[config.mk]
export PLATFORM = sky130hd
export DESIGN_NAME = scan_forest_xor
export DESIGN_NICKNAME = d
export VERILOG_FILES = /design/src/rtl/scan_forest_xor.sv
export SDC_FILE = /design/constraint.sdc
export NUM_CORES = 1
export LEC_CHECK = 0
export BUFFER_PORTS_ARGS = -buffer_cell sky130_fd_sc_hd__clkbuf_2
export CAP_MARGIN = 5
export CORE_MARGIN = 2
export CORE_UTILIZATION = 25
export DETAILED_ROUTE_END_ITERATION = 8
export PLACE_DENSITY = 0.39
export SETUP_SLACK_MARGIN = 0.1
export SLEW_MARGIN = 20
export SYNTH_ARGS = -nofsm -noshare
export SYNTH_HDL_FRONTEND = slang
export SYNTH_SLANG_ARGS = --single-unit
[constraint.sdc]
create_clock -name clk -period 3.5 [get_ports clk]
set_clock_uncertainty 0.15 [all_clocks]
set_input_delay 0.175 -clock clk [delete_from_list [all_inputs] [get_ports clk]]
set_output_delay 0.175 -clock clk [all_outputs]
set_load 0.005 [all_outputs]
[src/rtl/scan_forest_xor.sv]
module scan_forest_xor #(
  parameter int NTREES = 3,
  parameter int LEVELS = 3,
  parameter int GROUP  = 2,
  parameter int NPI    = 4,
  parameter int VW     = 8,
  localparam int N     = NTREES * LEVELS * GROUP,
  localparam int NXOR  = GROUP + (LEVELS - 1) * (GROUP - 1)
) (
  input  logic              clk,
  input  logic              rst_n,
  input  logic              scan_enable,
  input  logic              test_mode,
  input  logic [NTREES-1:0] scan_in,
  input  logic [NPI-1:0]    func_in,
  input  logic              start,
  input  logic [VW-1:0]     num_vec,
  output logic [NXOR-1:0]   data_out,
  output logic              shift_req,
  output logic              capture,
  output logic              busy,
  output logic              done
);

  localparam int CW  = $clog2(LEVELS + 1);
  localparam int GM1 = (GROUP > 1) ? GROUP - 1 : 1;

  typedef enum logic [1:0] {S_IDLE, S_SHIFT, S_CAPT, S_UNLD} st_t;

  st_t           st;
  logic [CW-1:0] cnt;
  logic [VW-1:0] vleft;
  logic          done_q;
  logic [N-1:0]  q, q_shift, d_core;
  logic [NXOR-1:0] po_core, po_xor;
  logic          do_shift;

  assign busy      = (st != S_IDLE);
  assign shift_req = (st == S_SHIFT);
  assign capture   = (st == S_CAPT);
  assign done      = done_q;
  assign do_shift  = busy ? (st == S_SHIFT || st == S_UNLD) : scan_enable;
  assign data_out  = test_mode ? po_xor : po_core;

  genvar gi, gt, gl, gg, gk;
  generate
    for (gi = 0; gi < N; gi++) begin : g_core
      assign d_core[gi] = q[gi] ^ (q[(gi+1)%N] & q[(gi+2)%N]) ^ func_in[gi%NPI];
    end
    for (gk = 0; gk < NXOR; gk++) begin : g_po
      assign po_core[gk] = q[gk%N] ^ q[(gk+3)%N] ^ func_in[gk%NPI];
    end
    for (gt = 0; gt < NTREES; gt++) begin : g_tree
      for (gl = 0; gl < LEVELS; gl++) begin : g_lvl
        for (gg = 0; gg < GROUP; gg++) begin : g_mem
          localparam int I = (gt*LEVELS + gl)*GROUP + gg;
          if (gl == 0) begin : g_root
            assign q_shift[I] = scan_in[gt];
          end else begin : g_inner
            assign q_shift[I] = q[(gt*LEVELS + gl - 1)*GROUP];
          end
          if (gg > 0) begin : g_chk
            a_r2_group_equal: assert property (@(posedge clk) disable iff (!rst_n)
              $past(do_shift) |-> q[I] == q[(gt*LEVELS + gl)*GROUP]);
          end
        end
      end
    end
    for (gk = 0; gk < NXOR; gk++) begin : g_xor
      localparam int LV = (gk < GROUP) ? LEVELS - 1 : (gk - GROUP) / GM1;
      localparam int MB = (gk < GROUP) ? gk : 1 + (gk - GROUP) % GM1;
      logic [NTREES-1:0] taps;
      for (gt = 0; gt < NTREES; gt++) begin : g_tap
        assign taps[gt] = q[(gt*LEVELS + LV)*GROUP + MB];
      end
      assign po_xor[gk] = ^taps;
    end
  endgenerate

  always_ff @(posedge clk or negedge rst_n) begin
    if (!rst_n) q <= '0;
    else        q <= do_shift ? q_shift : d_core;
  end

  always_ff @(posedge clk or negedge rst_n) begin
    if (!rst_n) begin
      st <= S_IDLE; cnt <= '0; vleft <= '0; done_q <= 1'b0;
    end else begin
      case (st)
        S_IDLE: if (start && num_vec != '0) begin
          st <= S_SHIFT; cnt <= '0; vleft <= num_vec; done_q <= 1'b0;
        end
        S_SHIFT: if (cnt == CW'(LEVELS - 1)) begin
          st <= S_CAPT; cnt <= '0;
        end else cnt <= cnt + 1'b1;
        S_CAPT: begin
          st <= (vleft == VW'(1)) ? S_UNLD : S_SHIFT;
          vleft <= vleft - 1'b1;
          cnt <= '0;
        end
        default: if (cnt == CW'(LEVELS - 1)) begin
          st <= S_IDLE; cnt <= '0; done_q <= 1'b1;
        end else cnt <= cnt + 1'b1;
      endcase
    end
  end

  logic [CW:0] run_len;
  always_ff @(posedge clk or negedge rst_n) begin
    if (!rst_n)         run_len <= '0;
    else if (shift_req) run_len <= run_len + 1'b1;
    else                run_len <= '0;
  end

  a_r7_capture_after_levels: assert property (@(posedge clk) disable iff (!rst_n)
    capture |-> run_len == (CW+1)'(LEVELS));
  a_r7_shift_run_bounded: assert property (@(posedge clk) disable iff (!rst_n)
    shift_req |-> run_len < (CW+1)'(LEVELS));
  a_r7_done_at_end: assert property (@(posedge clk) disable iff (!rst_n)
    $fell(busy) |-> done);
  a_r10_done_hold: assert property (@(posedge clk) disable iff (!rst_n)
    (done && !(start && num_vec != '0)) |=> done);
  a_r8_zero_ignored: assert property (@(posedge clk) disable iff (!rst_n)
    (!busy && start && num_vec == '0) |=> !busy);

endmodule

# After elaboration in Yosys (flattened, before gate mapping)
# Cells that the tools add are included.
# word_totals
out_inout_bits	8
regBits	31
# classes
reduce_logical	16
bitwise	63
n_eq_ne	7
muxes	16
add_sub_neg	2
# op_table
operator	n
XOR 1 bit	44
bitwise AND 1 bit	18
2-to-1 mux 18 bit	1
one-hot mux 8 bit (2 select lines)	1
2-to-1 mux 2 bit	6
XOR reduction 3 bit	4
equality test 8 x 1 -> 1 bit (second input constant)	1
2-to-1 mux 8 bit	1
nonzero test 8 bit	1
subtractor 8 x 1 -> 8 bit (second input constant)	1
equality test 2 bit (second input constant)	3
one-hot mux 2 bit (3 select lines)	1
AND reduction 3 bit	2
nonzero test 2 bit	3
2-to-1 mux 4 bit	1
one-hot mux 2 bit (2 select lines)	1
2-to-1 mux 1 bit	3
nonzero test 3 bit	1
adder 2 x 1 -> 2 bit (second input constant)	1
equality test 2 x 1 -> 1 bit (second input constant)	1
logical NOT 2 bit	1
inequality test 2 x 1 -> 1 bit (second input constant)	1
inequality test 2 bit (second input constant)	1
one-hot mux 1 bit (2 select lines)	1
other kinds (5)	5

# Logic depth before layout (Yosys ltp)
# depth
word_depth	4
ltp_mapped	8
depth_no_buf	6

# Worst setup path before layout
# Ideal clock, no wire load.
# synth_timing
kind	flip-flop to flip-flop
startpoint	register st[0]
endpoint	register vleft[0]
period_less_slack_ns	1.990
t_arrival_ns	1.710
setup_ns	0.130
slack_ns	1.510
stages_incl_launch_ff	9
n_path_buf	2
path_cell_list	dfrtp_1 inv_1 ha_1 clkbuf_1 clkbuf_1 xnor2_1 nor2_1 a31oi_1 o21ai_0
# synth_between
elab_chain_cells	3
elab_cells_between_ends	6
classes_between	eq/ne: 2; mux: 1; reduce/logical: 3
# synth_lines
element	line_no	rtl
start: declaration	30	st_t st;
start signal: assignment	97	st <= (vleft == VW'(1)) ? S_UNLD : S_SHIFT;
equality test 2 bit *	n/a	
via capture	20	output logic capture,
nonzero test 2 bit (no line)	n/a	
AND reduction 2 bit (no line)	n/a	
end signal: assignment	98	vleft <= vleft - 1'b1;
end: declaration	32	logic [VW-1:0] vleft;
# The timed path passes the listed nets; every way through them passes the cells marked *.
# A chain may end at the register's enable or synchronous reset.

# Worst setup path after layout
# layout_timing
startpoint	register st[0]
endpoint	register st[1]
# layout_between
elab_chain_cells	3
elab_cells_between_ends	8
classes_between	eq/ne: 4; mux: 1; reduce/logical: 3
# layout_lines
element	line_no	rtl
equality test 2 x 1 -> 1 bit, or another cell as far along	89	case (st)
inequality test 2 x 1 -> 1 bit (no line), or another cell as far along	n/a	
AND reduction 3 bit (no line)	n/a	
# Parallel ways exist; a longest one is shown, timed or not.

==> metrics <==
Synth Warn # 0; post_cts resized 0; Final nets 308; routed wire length 5.51 mm; M3 GR Usage 2.30%; Fin Setup TNS 0 ps; total power draw 2440 uW; synth top area cells dfrtp_1 (35%), xnor2_1 (17%), o21ai_0 (7.5%); Most Used Layer, Global Route met1; Pwr per Cell Area 965 nW/um2; min-delay worst type in2reg; share of the synthesized area in the top cell type 35.4%; H-tree depth 2; crit path kind reg2reg; RSZ-0062 raised after global routing no; vias in the first global route 1,863; number of synthesized flops with an enable pin 0; clock buffer depth 2; Cells after Synth 258; M2 GR Usage 17.8%; Die Wd 97.6 um; Max-slew headroom 45.7%; Mean Syn Cell Area 8.49 um2; Reg clk slew, reported paths 70 ps; DR pass1 iterations 4; vias per cell 4.70; Worst VDD drop 0.166 mV; Critical Path RT 3520 ps; initial antenna violation count 0; area delta synth->final 15.6%; sequential share of the synthesized area 35.4%; Final Non-Filler Cells 390; Post-CTS Setup Repair Bufs 0; Unique masters post-synth 48; outcome finished clean; Post-Syn Nets 285; flop and latch count out of synthesis 31; Die ar. 9530 um2; DR iter-0 viols 55; CP max FO 22; Synth Cell Area 2190 um2; Final Setup Violations 0; Inserted Clock Buffers 5; Routed Antenna Nets 0; crit path DAT 2440 ps; Final GP Congestion 0.800; layout cells sized above 1 14.9%; WL per Instance 14.1 um; Tot GR Track Use 12.4%; DRC viols 0; Post-Layout Inst Area 2530 um2; via count 1,833; CP startpoint kind register; fmax 414 MHz; first-pass GRT wire length 9.55 mm; Max Slew Vio Count 0; CORE AREA 8590 um2; CP endpoint kind register; remaining global-route overflow 0; cell taking the most area after synthesis dfrtp_1; final hold violations 0; placed cells 378; crit share post-route 69.0%; Synth Flop Type dfrtp_1; Leak Pwr 0.00102 uW; TritonCTS clock tree built; Port Buffers 27; ys async rst share 100%; global-route met1 utilization 18.7%; pin count of the biggest net entering global routing 32; post-place instance area 2400 um2; dpl hpwl 3.94 mm; Initial Utilization 25.5%; actual slew at the worst max-slew pin 814 ps; Top Ports 28; Root Buffer clkbuf_8; max-cap violation count 0; clk_lat worst skew 290 ps; Die Y 97.6 um; diodes inserted 0; CTS sink cnt 31; row count 34; minimum clock period 2420 ps
cell usage after synthesis (all sizes together) (2+ instances only):
library cell / n
o31ai: 2
xor2: 7
nor2b: 2
buf: 2
nand3: 5
a211oi: 2
mux2: 2
inv: 6
clkbuf: 15
dfrtp: 31
and3: 4
xnor2: 42
nand2b: 3
or4: 2
a21oi: 6
nor2: 13
ha: 7
o22ai: 3
nor3: 6
o21ai: 35
nand2: 38
o211ai: 3
a32oi: 2
placed cells by master (no fill, tap or decap), drive strengths merged, types with 2 or more instances in the layout:
cell type	n
mux2	2
a32oi	2
inv	6
o211ai	3
nor2b	2
or4	2
a211oi	2
clkbuf	32
o21ai	35
nand3	5
nand2b	3
dfrtp	31
xnor2	42
dlygate4sd3	4
o31ai	2
clkinv	2
ha	7
buf	2
o22ai	3
nor2	13
a21oi	6
clkinvlp	2
and3	4
nor3	6
nand2	38
xor2	7
repair_timing:
| action | 4_1_cts | 5_1_grt |
|---|---|---|
| setup endpoints to repair | 0 | 0 |
| hold endpoints to repair | 37 | 0 |
| hold buffers | 4 | 0 |
final cells by class:
cell class / count / area (um2)
multi-input cells: 203 / 1320
clock inverters: 3 / 20.0
flip-flops and latches: 31 / 776
clock buffers: 5 / 68.8
fillers: 939 / 6060
inverters: 7 / 26.3
well taps: 108 / 135
repair buffers: 33 / 190
worst paths after layout:
kind | slack [ps] | depth (start not counted) | end | start
min | 50 | 3 | vleft[1]$_DFFE_PN0P_ | num_vec[1]
min reg2reg | 340 | 1 | cnt[0]$_DFFE_PN0P_ | cnt[0]$_DFFE_PN0P_
max in group asynchronous | 2330 | 2 | st[1]$_DFFE_PN0P_ | rst_n
max reg2reg | 1080 | 6 | st[1]$_DFFE_PN0P_ | st[0]$_DFFE_PN0P_
min in group asynchronous | 360 | 2 | q[11]$_DFF_PN0_ | rst_n
max | 1080 | 6 | st[1]$_DFFE_PN0P_ | st[0]$_DFFE_PN0P_
metal layers:
metal	wire (um)	share of wire (%)	vias up
met5	0	0	-
met3	158	2.9	7
met1	2940	53	865
met2	2340	42	30
li1	-	-	931
met4	78	1.4	0
per-stage QoR:
stage	hold slack [ps]	util (%)	setup slack (ps)
2_1_floorplan	-271	-	1510
3_3_place_gp	188	28.0	1160
3_5_place_dp	173	28.0	1100
4_1_cts	50.7	29.5	1080
5_1_grt	79.3	29.5	859
6_report	53.9	29.5	1080
state kept, by name, summed over array words and instances, names as in the netlist:
name	count
vleft	8
q	18
st	2
done	1
cnt	2
logic make-up (layout without fill, tap and decap cells):
group | Yosys count | count (layout) | share of synthesized area, %
xor gates and xnor gates | 49 | 49 | 19.6
AOI/OAI and AO/OA | 66 | 66 | 18.8
DFF | 31 | 31 | 35.4
buffers and inverters | 24 | 48 | 4.51
muxes | 2 | 2 | 1.20
and+or+nand+nor | 79 | 79 | 16.5
adders and majority gates | 7 | 7 | 4.00
where the power goes:
| group | internal, uW | switching [uW] | total [uW] |
|---|---|---|---|
| logic | 664 | 669 | 1330 |
| clock network | 138 | 152 | 290 |
| registers | 553 | 267 | 820 |
| total | 1360 | 1090 | 2440 |
critical path: stages, from the launching register on:
cell and delay (ps):
dfrtp_1 480, inv_1 120, ha_1 660, o21bai_1 200
and2_1 210, a21oi_1 130, mux2_2 340
(Power assumes the default switching activity.)
